==> src/rtl/cfgport_pkg.sv <==
package cfgport_pkg;
  localparam logic [7:0] OP_CFG_ON    = 8'h0B;
  localparam logic [7:0] OP_CFG_OFF   = 8'h0C;
  localparam logic [7:0] OP_STATUS    = 8'h00;
  localparam logic [7:0] OP_FETCH     = 8'h01;
  localparam logic [7:0] OP_MODE      = 8'hAE;
  localparam logic [7:0] OP_FRAME     = 8'hEE;
  localparam logic [7:0] OP_RELEASE   = 8'h23;
  localparam logic [7:0] MODE_PROGRAM = 8'h01;

  localparam int ST_BUSY  = 0;
  localparam int ST_READY = 1;
  localparam int ST_VIOL  = 2;
  localparam int ST_ERR   = 3;

  localparam int IDX_W = 6;  // byte index saturates at 63

  typedef struct packed {
    logic             csFall;
    logic             csRise;
    logic             byteDone;
    logic             midByte;
    logic [7:0]       byteVal;
    logic [IDX_W-1:0] byteIdx;
  } spiEvt_t;

  typedef struct packed {
    logic frameCollect;
    logic frameCommit;
  } ctrlStb_t;
endpackage

==> src/rtl/cfgport_dp.sv <==
module cfgport_dp
  import cfgport_pkg::*;
#(
  parameter int FRAME_BYTES = 16,
  parameter int SYNC_STAGES = 2
) (
  input  logic                     clk,
  input  logic                     rstN,
  input  logic                     sclkPin,
  input  logic                     csNPin,
  input  logic                     mosiPin,
  output logic                     misoPin,
  input  logic [7:0]               statusByte,
  input  ctrlStb_t                 stb,
  output spiEvt_t                  evt,
  output logic [FRAME_BYTES*8-1:0] frameData,
  output logic                     frameValid
);
  localparam int PAY_W   = (FRAME_BYTES - 1) * 8;
  localparam int IDX_MAX = (1 << IDX_W) - 1;

  logic [SYNC_STAGES-1:0] sclkSync, csSync, mosiSync;
  logic sclkS, csS, mosiS, sclkPrev, csPrev;
  logic sclkRise, sclkFall, csActive;
  logic [2:0] bitCnt;
  logic [7:0] rxShift, txShift;
  logic [IDX_W-1:0] byteCnt;
  logic [PAY_W-1:0] frameBuf;

  always_ff @(posedge clk) begin
    if (!rstN) begin
      sclkSync <= '0;
      csSync   <= '1;
      mosiSync <= '0;
      sclkPrev <= 1'b0;
      csPrev   <= 1'b1;
    end else begin
      sclkSync <= {sclkSync[SYNC_STAGES-2:0], sclkPin};
      csSync   <= {csSync[SYNC_STAGES-2:0], csNPin};
      mosiSync <= {mosiSync[SYNC_STAGES-2:0], mosiPin};
      sclkPrev <= sclkS;
      csPrev   <= csS;
    end
  end

  assign sclkS    = sclkSync[SYNC_STAGES-1];
  assign csS      = csSync[SYNC_STAGES-1];
  assign mosiS    = mosiSync[SYNC_STAGES-1];
  assign csActive = ~csS;
  assign sclkRise = csActive & sclkS & ~sclkPrev;
  assign sclkFall = csActive & ~sclkS & sclkPrev;

  always_comb begin
    evt.csFall   = ~csS & csPrev;
    evt.csRise   = csS & ~csPrev;
    evt.byteDone = sclkRise && (bitCnt == 3'd7);
    evt.midByte  = (bitCnt != 3'd0);
    evt.byteVal  = {rxShift[6:0], mosiS};
    evt.byteIdx  = byteCnt;
  end

  always_ff @(posedge clk) begin
    if (!rstN) begin
      bitCnt  <= '0;
      rxShift <= '0;
      txShift <= '0;
      byteCnt <= '0;
    end else if (evt.csFall) begin
      bitCnt  <= '0;
      byteCnt <= '0;
      txShift <= statusByte;
    end else begin
      if (sclkRise) begin
        rxShift <= evt.byteVal;
        bitCnt  <= bitCnt + 3'd1;
        if (evt.byteDone && byteCnt != IDX_W'(IDX_MAX))
          byteCnt <= byteCnt + 1'b1;
      end
      if (sclkFall)
        txShift <= {txShift[6:0], 1'b0};
    end
  end

  assign misoPin = csActive & txShift[7];

  always_ff @(posedge clk) begin
    if (!rstN) begin
      frameBuf   <= '0;
      frameData  <= '0;
      frameValid <= 1'b0;
    end else begin
      frameValid <= stb.frameCommit;
      if (stb.frameCollect)
        frameBuf <= {frameBuf[PAY_W-9:0], evt.byteVal};
      if (stb.frameCommit)
        frameData <= {frameBuf, evt.byteVal};
    end
  end
endmodule

==> src/rtl/cfgport_ctrl.sv <==
module cfgport_ctrl
  import cfgport_pkg::*;
#(
  parameter int FRAME_BYTES = 16,
  parameter int BUSY_CYCLES = 64
) (
  input  logic       clk,
  input  logic       rstN,
  input  spiEvt_t    evt,
  output ctrlStb_t   stb,
  output logic [7:0] statusByte,
  output logic       progMode,
  output logic       cfgEnable
);
  localparam int CNT_W = $clog2(BUSY_CYCLES + 1);

  logic [7:0]       opcode, modeByte;
  logic             cmdOk, frameSent, ready, viol, err;
  logic [CNT_W-1:0] busyCnt;
  logic             busyNow, opcodeByte, acceptOp, payloadByte;
  logic             endAccept, endBusy, startBusy;

  function automatic logic knownOp(input logic [7:0] op);
    return op inside {OP_CFG_ON, OP_CFG_OFF, OP_STATUS, OP_FETCH,
                      OP_MODE, OP_FRAME, OP_RELEASE};
  endfunction

  assign busyNow    = (busyCnt != '0);
  assign opcodeByte = evt.byteDone && (evt.byteIdx == '0);
  assign acceptOp   = knownOp(evt.byteVal)
                   && (!busyNow || evt.byteVal == OP_STATUS)
                   && !(evt.byteVal == OP_FRAME && !progMode);
  assign payloadByte = evt.byteDone && (evt.byteIdx != '0) && cmdOk
                    && (opcode == OP_FRAME);

  assign stb.frameCollect = payloadByte && (evt.byteIdx < IDX_W'(FRAME_BYTES));
  assign stb.frameCommit  = payloadByte && (evt.byteIdx == IDX_W'(FRAME_BYTES));

  always_comb begin
    endAccept = 1'b1;
    endBusy   = 1'b0;
    unique case (opcode)
      OP_CFG_ON, OP_CFG_OFF, OP_RELEASE: begin
        endAccept = (evt.byteIdx == IDX_W'(1));
        endBusy   = endAccept;
      end
      OP_MODE: begin
        endAccept = (evt.byteIdx == IDX_W'(2)) && (modeByte == MODE_PROGRAM) && cfgEnable;
        endBusy   = endAccept;
      end
      default: ;
    endcase
  end

  assign startBusy = stb.frameCommit || (evt.csRise && cmdOk && endBusy);

  always_ff @(posedge clk) begin
    if (!rstN) begin
      opcode    <= '0;
      modeByte  <= '0;
      cmdOk     <= 1'b0;
      frameSent <= 1'b0;
      ready     <= 1'b0;
      viol      <= 1'b0;
      err       <= 1'b0;
      progMode  <= 1'b0;
      cfgEnable <= 1'b0;
      busyCnt   <= '0;
    end else begin
      if (startBusy)
        busyCnt <= CNT_W'(BUSY_CYCLES);
      else if (busyNow)
        busyCnt <= busyCnt - 1'b1;

      if (opcodeByte) begin
        opcode <= evt.byteVal;
        cmdOk  <= acceptOp;
        if (!acceptOp) viol <= 1'b1;
        if (acceptOp && evt.byteVal == OP_FETCH) ready <= 1'b0;
      end

      if (evt.byteDone && evt.byteIdx == IDX_W'(1))
        modeByte <= evt.byteVal;
      if (payloadByte && evt.byteIdx > IDX_W'(FRAME_BYTES))
        viol <= 1'b1;
      if (stb.frameCommit)
        frameSent <= 1'b1;

      if (evt.csRise) begin
        if (evt.midByte) err <= 1'b1;
        if (cmdOk) begin
          if (!endAccept) viol <= 1'b1;
          if (endAccept) begin
            unique case (opcode)
              OP_CFG_ON:  begin cfgEnable <= 1'b1; ready <= 1'b1; end
              OP_CFG_OFF: begin cfgEnable <= 1'b0; ready <= 1'b0; end
              OP_MODE:    progMode <= 1'b1;
              OP_RELEASE: progMode <= 1'b0;
              default: ;
            endcase
          end
          if (opcode == OP_FRAME && !frameSent) err <= 1'b1;
        end
        cmdOk     <= 1'b0;
        frameSent <= 1'b0;
      end
    end
  end

  always_comb begin
    statusByte           = '0;
    statusByte[ST_BUSY]  = busyNow;
    statusByte[ST_READY] = ready;
    statusByte[ST_VIOL]  = viol;
    statusByte[ST_ERR]   = err;
  end
endmodule

==> src/rtl/cfgport_target.sv <==
module cfgport_target
  import cfgport_pkg::*;
#(
  parameter int FRAME_BYTES = 16,
  parameter int BUSY_CYCLES = 64,
  parameter int SYNC_STAGES = 2
) (
  input  logic                     clk,
  input  logic                     rstN,
  input  logic                     spiSclk,
  input  logic                     spiCsN,
  input  logic                     spiMosi,
  output logic                     spiMiso,
  output logic [FRAME_BYTES*8-1:0] frameData,
  output logic                     frameValid,
  output logic                     progMode,
  output logic                     cfgEnable,
  output logic                     busy,
  output logic [7:0]               statusReg
);
  spiEvt_t    evt;
  ctrlStb_t   stb;
  logic [7:0] statusByte;

  cfgport_dp #(.FRAME_BYTES(FRAME_BYTES), .SYNC_STAGES(SYNC_STAGES)) u_dp (
    .clk(clk), .rstN(rstN), .sclkPin(spiSclk), .csNPin(spiCsN),
    .mosiPin(spiMosi), .misoPin(spiMiso), .statusByte(statusByte),
    .stb(stb), .evt(evt), .frameData(frameData), .frameValid(frameValid)
  );

  cfgport_ctrl #(.FRAME_BYTES(FRAME_BYTES), .BUSY_CYCLES(BUSY_CYCLES)) u_ctrl (
    .clk(clk), .rstN(rstN), .evt(evt), .stb(stb), .statusByte(statusByte),
    .progMode(progMode), .cfgEnable(cfgEnable)
  );

  assign statusReg = statusByte;
  assign busy      = statusByte[ST_BUSY];
endmodule

==> config.mk <==
export PLATFORM = sky130hd
export DESIGN_NAME = cfgport_target
export DESIGN_NICKNAME = d
export VERILOG_FILES = /design/src/rtl/cfgport_pkg.sv /design/src/rtl/cfgport_dp.sv /design/src/rtl/cfgport_ctrl.sv /design/src/rtl/cfgport_target.sv
export SDC_FILE = /design/constraint.sdc
export NUM_CORES = 1
export LEC_CHECK = 0
export BUFFER_PORTS_ARGS = -buffer_cell sky130_fd_sc_hd__buf_4
export CORE_MARGIN = 2
export CORE_UTILIZATION = 49
export DETAILED_ROUTE_END_ITERATION = 16
export HOLD_SLACK_MARGIN = 0.02
export PLACE_DENSITY_LB_ADDON = 0.05
export SLEW_MARGIN = 10
export SYNTH_ARGS = -nofsm -noshare
export SYNTH_HDL_FRONTEND = slang
export SYNTH_SLANG_ARGS = --single-unit
==> constraint.sdc <==
create_clock -name clk -period 5.35 [get_ports clk]
set_input_delay 0.535 -clock clk [delete_from_list [all_inputs] [get_ports clk]]
set_output_delay 0.535 -clock clk [all_outputs]
set_load 0.005 [all_outputs]
==> Word-level counts from Yosys, hierarchy flattened <==
Index checks and enable logic that the tools add are counted.
Widths: inputs -> output; s select.
{ "word_totals": {"ff_bits": 311, "output_inout_bits": 141} }
{ "classes": {"add_sub_neg": 3, "magnitude_cmp": 2, "n_eq_ne": 17, "n_mux": 23, "bitwise": 13, "n_reduce_logical": 43} }
{ "ops": {"columns": ["op", "count"], "rows": [
  ["$eq 8x4->1 const B", 4],
  ["$eq 8x8->1 const B", 4],
  ["$logic_and 1x1->1", 19],
  ["$eq 8x1->1 const B", 2],
  ["$eq 8x6->1 const B", 2],
  ["$mux 1", 14],
  ["$mux 7", 2],
  ["$reduce_bool 7->1", 2],
  ["$pmux 1 s2", 5],
  ["$logic_not 8->1", 1],
  ["$mux 4", 2],
  ["$reduce_and 4->1", 2],
  ["$reduce_bool 2->1", 4],
  ["$and 1x1->1", 7],
  ["$sub 7x1->7 const B", 1],
  ["$add 6x1->6 const B", 1],
  ["$eq 6x1->1 const B", 1],
  ["$eq 6x2->1 const B", 1],
  ["$eq 6x5->1 const B", 1],
  ["$gt 6x5->1 const B", 1],
  ["$logic_not 6->1", 1],
  ["$lt 6x5->1 const B", 1],
  ["$ne 6x6->1 const B", 1],
  ["$not 1->1", 6],
  ["9 further kinds", 16]
]} }

==> Longest topological paths before layout <==
{ "depth": {"word_depth": 12, "mapped_depth": 9, "depth_no_buf": 7} }

==> Modules after synthesis <==
A second synthesis with hierarchy kept.
{ "unflattened": {"cells_unflattened": 1124, "area_unflattened_um2": 12348.1} }
{ "by_module_without_submodules": {"columns": ["module", "instances", "cells_each", "area_each_um2", "seq_area_each_um2"], "rows": [
  ["cfgport_dp", 1, 933, 10649.0, 5625.4],
  ["cfgport_ctrl", 1, 190, 1691.6, 600.6],
  ["cfgport_target", 1, 1, 7.5, 0.0]
]} }

==> Worst setup path after synthesis <==
No wires, ideal clock.
{ "synth_timing": {"path_kind": "flip-flop to flip-flop", "from": "reg u_dp.bitCnt[0]", "to": "reg u_dp.frameBuf[100]", "arrival_ns": 2.080, "path_slack_ns": 3.138, "path_stages_with_launch": 10, "n_path_buf": 2, "path_cell_list": "dfxtp_1 ha_1 ha_1 nand4bb_4 or4_1 or4_4 buf_6 buf_6 nand2_1 a21oi_1"} }
{ "synth_between": {"elab_chain_cells": 6} }
{ "synth_rtl": {"columns": ["item", "line", "rtl"], "rows": [
  ["from (decl)", "cfgport_dp.sv:25", "logic [2:0] bitCnt;"],
  ["from (signal assigned)", "cfgport_dp.sv:75", "bitCnt <= bitCnt + 3'd1;"],
  ["$eq 3x3->1", "cfgport_dp.sv:56", "evt.byteDone = sclkRise && (bitCnt == 3'd7);"],
  ["$logic_and 1x1->1", "cfgport_dp.sv:56", null],
  ["$logic_and 1x1->1 (2 in a row)", "cfgport_ctrl.sv:33", "assign payloadByte = evt.byteDone && (evt.byteIdx != '0) && cmdOk"],
  ["$logic_and 1x1->1", "cfgport_ctrl.sv:34", "&& (opcode == OP_FRAME);"],
  ["$logic_and 1x1->1", "cfgport_ctrl.sv:36", "assign stb.frameCollect = payloadByte && (evt.byteIdx < IDX_W'(FRAME_BYTES));"],
  ["to (signal assigned)", "cfgport_dp.sv:94", "frameBuf <= {frameBuf[PAY_W-9:0], evt.byteVal};"],
  ["to (decl)", "cfgport_dp.sv:28", "logic [PAY_W-1:0] frameBuf;"]
]} }
No other way between the ends.
A chain may end at the register's enable or synchronous reset.

==> Final worst setup path <==
{ "layout_timing": {"from": "reg u_dp.bitCnt[0]", "to": "reg u_dp.frameData[49]"} }
{ "layout_between": {"elab_chain_cells": 6} }
{ "layout_rtl": {"columns": ["item", "line", "rtl"], "rows": [
  ["$eq 3x3->1", "cfgport_dp.sv:56", null],
  ["$logic_and 1x1->1", "cfgport_dp.sv:56", null],
  ["$logic_and 1x1->1 (2 in a row)", "cfgport_ctrl.sv:33", null],
  ["$logic_and 1x1->1", "cfgport_ctrl.sv:34", null],
  ["$logic_and 1x1->1", "cfgport_ctrl.sv:37", "assign stb.frameCommit = payloadByte && (evt.byteIdx == IDX_W'(FRAME_BYTES));"],
  ["to (signal assigned)", "cfgport_dp.sv:96", "frameData <= {frameBuf, evt.byteVal};"],
  ["to (decl)", "cfgport_dp.sv:16", "output logic [FRAME_BYTES*8-1:0] frameData,"]
]} }
No other way between the ends.

==> results.md <==
* Status: finished, final reports clean
* Pins Over Slew Limit at 0
* CTS buffer count at 34
* Via density at 5.09
* Die X at 157 microns
* Seq/Total Area, Yosys at 0.545
* Worst slew pin tran at 1.16 ns
* Number of global-route vias before repair at 8373
* Total GRT Usage at 0.208
* Met2 usage at 0.345
* Clock tree buffer depth at 3
* Mux contribution to synthesized area at 0.0184
* Register area at 6230 sq um
* Number of synthesized flops with an enable pin at 0
* R2R Setup Slk at 2.37 ns
* Post-Synth XOR/XNOR Area at 0.00997
* Clk Latency, worst-skew pair at 0.50 ns
* M1 GR Usage at 0.286
* Via count at 9270
* Most frequent cells in the layout: nand2_1, dfxtp_1, a21oi_1, buf_4, nor2_1
* Post-route minimum period at 2.98 ns
* Max Cap Violations at 0
* Post-CTS Hold Fix Bufs at 0
* Initial antenna violation count at 0
* CP Max Fanout at 102
* Final RePlAce weighted congestion at 0.797
* Initial DRC count at 607
* Die footprint at between 20000 and 25000 sq um
* Setup Fix Bufs, Post-CTS at 0
* Clk_skew at 0.0198 ns
* Standby leakage power at just under 5 nW
* N_diodes at 0
* Yosys cell types at 52
* Most common cell after layout, fill and taps aside: nand2_1
* Worst Setup End Kind: register
* DRC at 0
* R2R Path Start: u_dp.bitCnt[0]
* Adder-cell area share of the yosys netlist at 0.00986
* Top-Level Pins at 146
* Core ar. at approximately 23000 sq um
* Overall power at between 4 and 5 mW
* Area growth syn-to-layout at 18.1%
* CTS resizes at 0
* CP Launch Type: register
* Drt total wl at 26000 microns
* R2r endpoint: u_dp.frameData[49]
* Share of cells above drive strength 1 at 0.136
* Die height at 157 microns
* Synth Flop Type: dfxtp_1
* First drt pass iteration count at 5
* Root Buffer: clkbuf_16
* Worst slack, placed at 2.40 ns
* Ys async rst share at 0
* Worst Hold Path Cells at 2
* IO buf count at 141
* RSZ-0062 raised after global routing: no
* Grt ovf at 0
* Relative slew slack at 0.228
* Initial Utilization at 0.502
* Clk sink count at 311
* Power Density at 344 nW/um^2
* Worst Hold Path EP: u_dp.csSync[0]
* Crit path kind: register to register
* YS warnings at 0
* Largest net degree at the start of global routing at 136
* VDD IR max at 205 uV
* Synth Area in Compound Gates at 0.132
* Synth Area in Simple Gates at 0.231
* Hpwl dp at ~16000 microns
* DP Area at 12400 sq um
* H-tree depth at 2
* Final hold violation count at 0
* Post-route cell area at 13500 sq um
* # fillers at 2181
* Avg Cell Area, Syn at 8.13 sq um
* Worst-case reg-to-reg path depth at 8
* Worst hold start: spiCsN
* Setup TNS at 0 ns
* NumNets Final at approximately 1500
* Worst-path clk slew at 0.06 ns
* Endpoints failing setup at 0
* Fmax at roughly 0.34 GHz
* Min-Delay Path Class: primary input to register
* Most Crowded Layer GR: met2
* Multi-input logic area at 4610 sq um
* Antenna-violating nets left at 0
* Final core utilization at 0.592
* First-pass GRT wire length at approximately 42000 microns
* WL/cell at approximately 14 microns
* Synth Instances at 1405
* M3 GR Usage at 0.0318
* Final WS setup at 2.37 ns
* Largest family of logic cells by synthesized area: simple AND/OR/NAND/NOR gates
* Synth Cell Area at 11400 sq um
* CP arrival at 3.40 ns
* CTS tree: done
* Cell Rows at 55
* Post-synthesis register bit count at 311
* Fin crit share at 0.557
* Critical Path RT at 5.77 ns
-- power breakdown --
| part | switching [mW] | internal, mW |
|---|---|---|
| sequential | 0.00347 | 2.32 |
| combinational | 0.0407 | 0.00763 |
| clock | 0.884 | 1.38 |
-- kinds of logic (layout without fill, tap and decap cells) --
family                   Yosys count  after routing
flip-flops                       311            311
AO/OA/AOI/OAI                    290            290
buffers and inverters            118            220
AND/OR/NAND/NOR                  642            642
other                              1              4
XOR/XNOR                          13             13
adder cells (fa/ha/maj)            9              9
multiplexers                      21             21
-- stage by stage --
stage / hold WS, ns / instances
final: 0.244 / 1823
after global routing: 0.223 / 1823
after CTS: 0.224 / 1823
after detailed placement: 0.402 / 1764
after global placement: 0.397 / 1764
after floorplan: 0.386 / 1408
-- how the worst max path moves through the flow --
| stage | endpoint | slack [ns] | cells after the start | start |
|---|---|---|---|---|
| after floorplan | u_dp.frameBuf[100] | 3.14 | 9 | u_dp.bitCnt[0] |
| after global placement | u_dp.frameData[3] | 2.46 | 8 | u_dp.bitCnt[0] |
| after detailed placement | u_dp.frameData[31] | 2.40 | 8 | u_dp.bitCnt[0] |
| after CTS | u_dp.frameData[49] | 2.36 | 8 | u_dp.bitCnt[0] |
| after global routing | u_dp.frameData[0] | 2.09 | 8 | u_dp.bitCnt[0] |
| final | u_dp.frameData[49] | 2.37 | 8 | u_dp.bitCnt[0] |
-- cells in the mapped netlist, drive strengths merged (2+ instances only) --
master / count / area [sq um]
a211oi: 2 / 15.0
a21oi: 266 / 1330
a22oi: 2 / 15.0
a31oi: 3 / 18.8
and2: 8 / 50.1
and3: 2 / 12.5
and4: 2 / 17.5
buf: 46 / 340
clkbuf: 60 / 225
dfxtp: 311 / 6230
ha: 9 / 113
inv: 12 / 45.0
mux2i: 21 / 210
nand2: 523 / 1960
nand2b: 13 / 81.3
nand3: 4 / 20.0
nand3b: 5 / 37.5
nand4: 4 / 25.0
nor2: 46 / 173
nor2b: 5 / 31.3
nor3: 11 / 55.1
nor3b: 4 / 35.0
nor4: 4 / 31.3
nor4b: 2 / 17.5
o21ai: 6 / 30.0
o41ai: 2 / 17.5
or3: 2 / 12.5
or4: 3 / 26.3
xnor2: 7 / 61.3
xor2: 6 / 52.6
-- per-layer routing --
layer	wire length [microns]	up-vias
met1	12400	4357
met3	867	29
met4	356	0
li1	-	4732
met5	0	-
met2	12300	152
-- final cells by class --
| type | instances | area share |
|---|---|---|
| clock buffers | 51 | 0.0738 |
| clock inverters | 8 | 0.00696 |
| inverters | 12 | 0.00390 |
| multi-input cells | 979 | 0.342 |
| flip-flops and latches | 311 | 0.462 |
| well taps | 313 | 0.0290 |
| repair buffers | 149 | 0.0829 |
-- flip-flops by register name, summed over array words and instances (netlist names), 3 cells and up --
| register | flops |
|---|---|
| u_ctrl.modeByte | 8 |
| u_dp.frameData | 128 |
| u_ctrl.opcode | 8 |
| u_dp.bitCnt | 3 |
| u_dp.rxShift | 7 |
| u_dp.txShift | 8 |
| u_dp.byteCnt | 6 |
| u_ctrl.busyCnt | 7 |
| u_dp.frameBuf | 120 |
-- critical path: stages (launching register included) --
cell and delay, ns:
dfxtp_1 0.37, ha_1 0.16, ha_1 0.21, nand4bb_4 0.15
nor2_1 0.23, and4_4 1.01, buf_4 0.46, nand2_1 0.12
a21oi_1 0.15
Power figures use the tool's default switching activity.
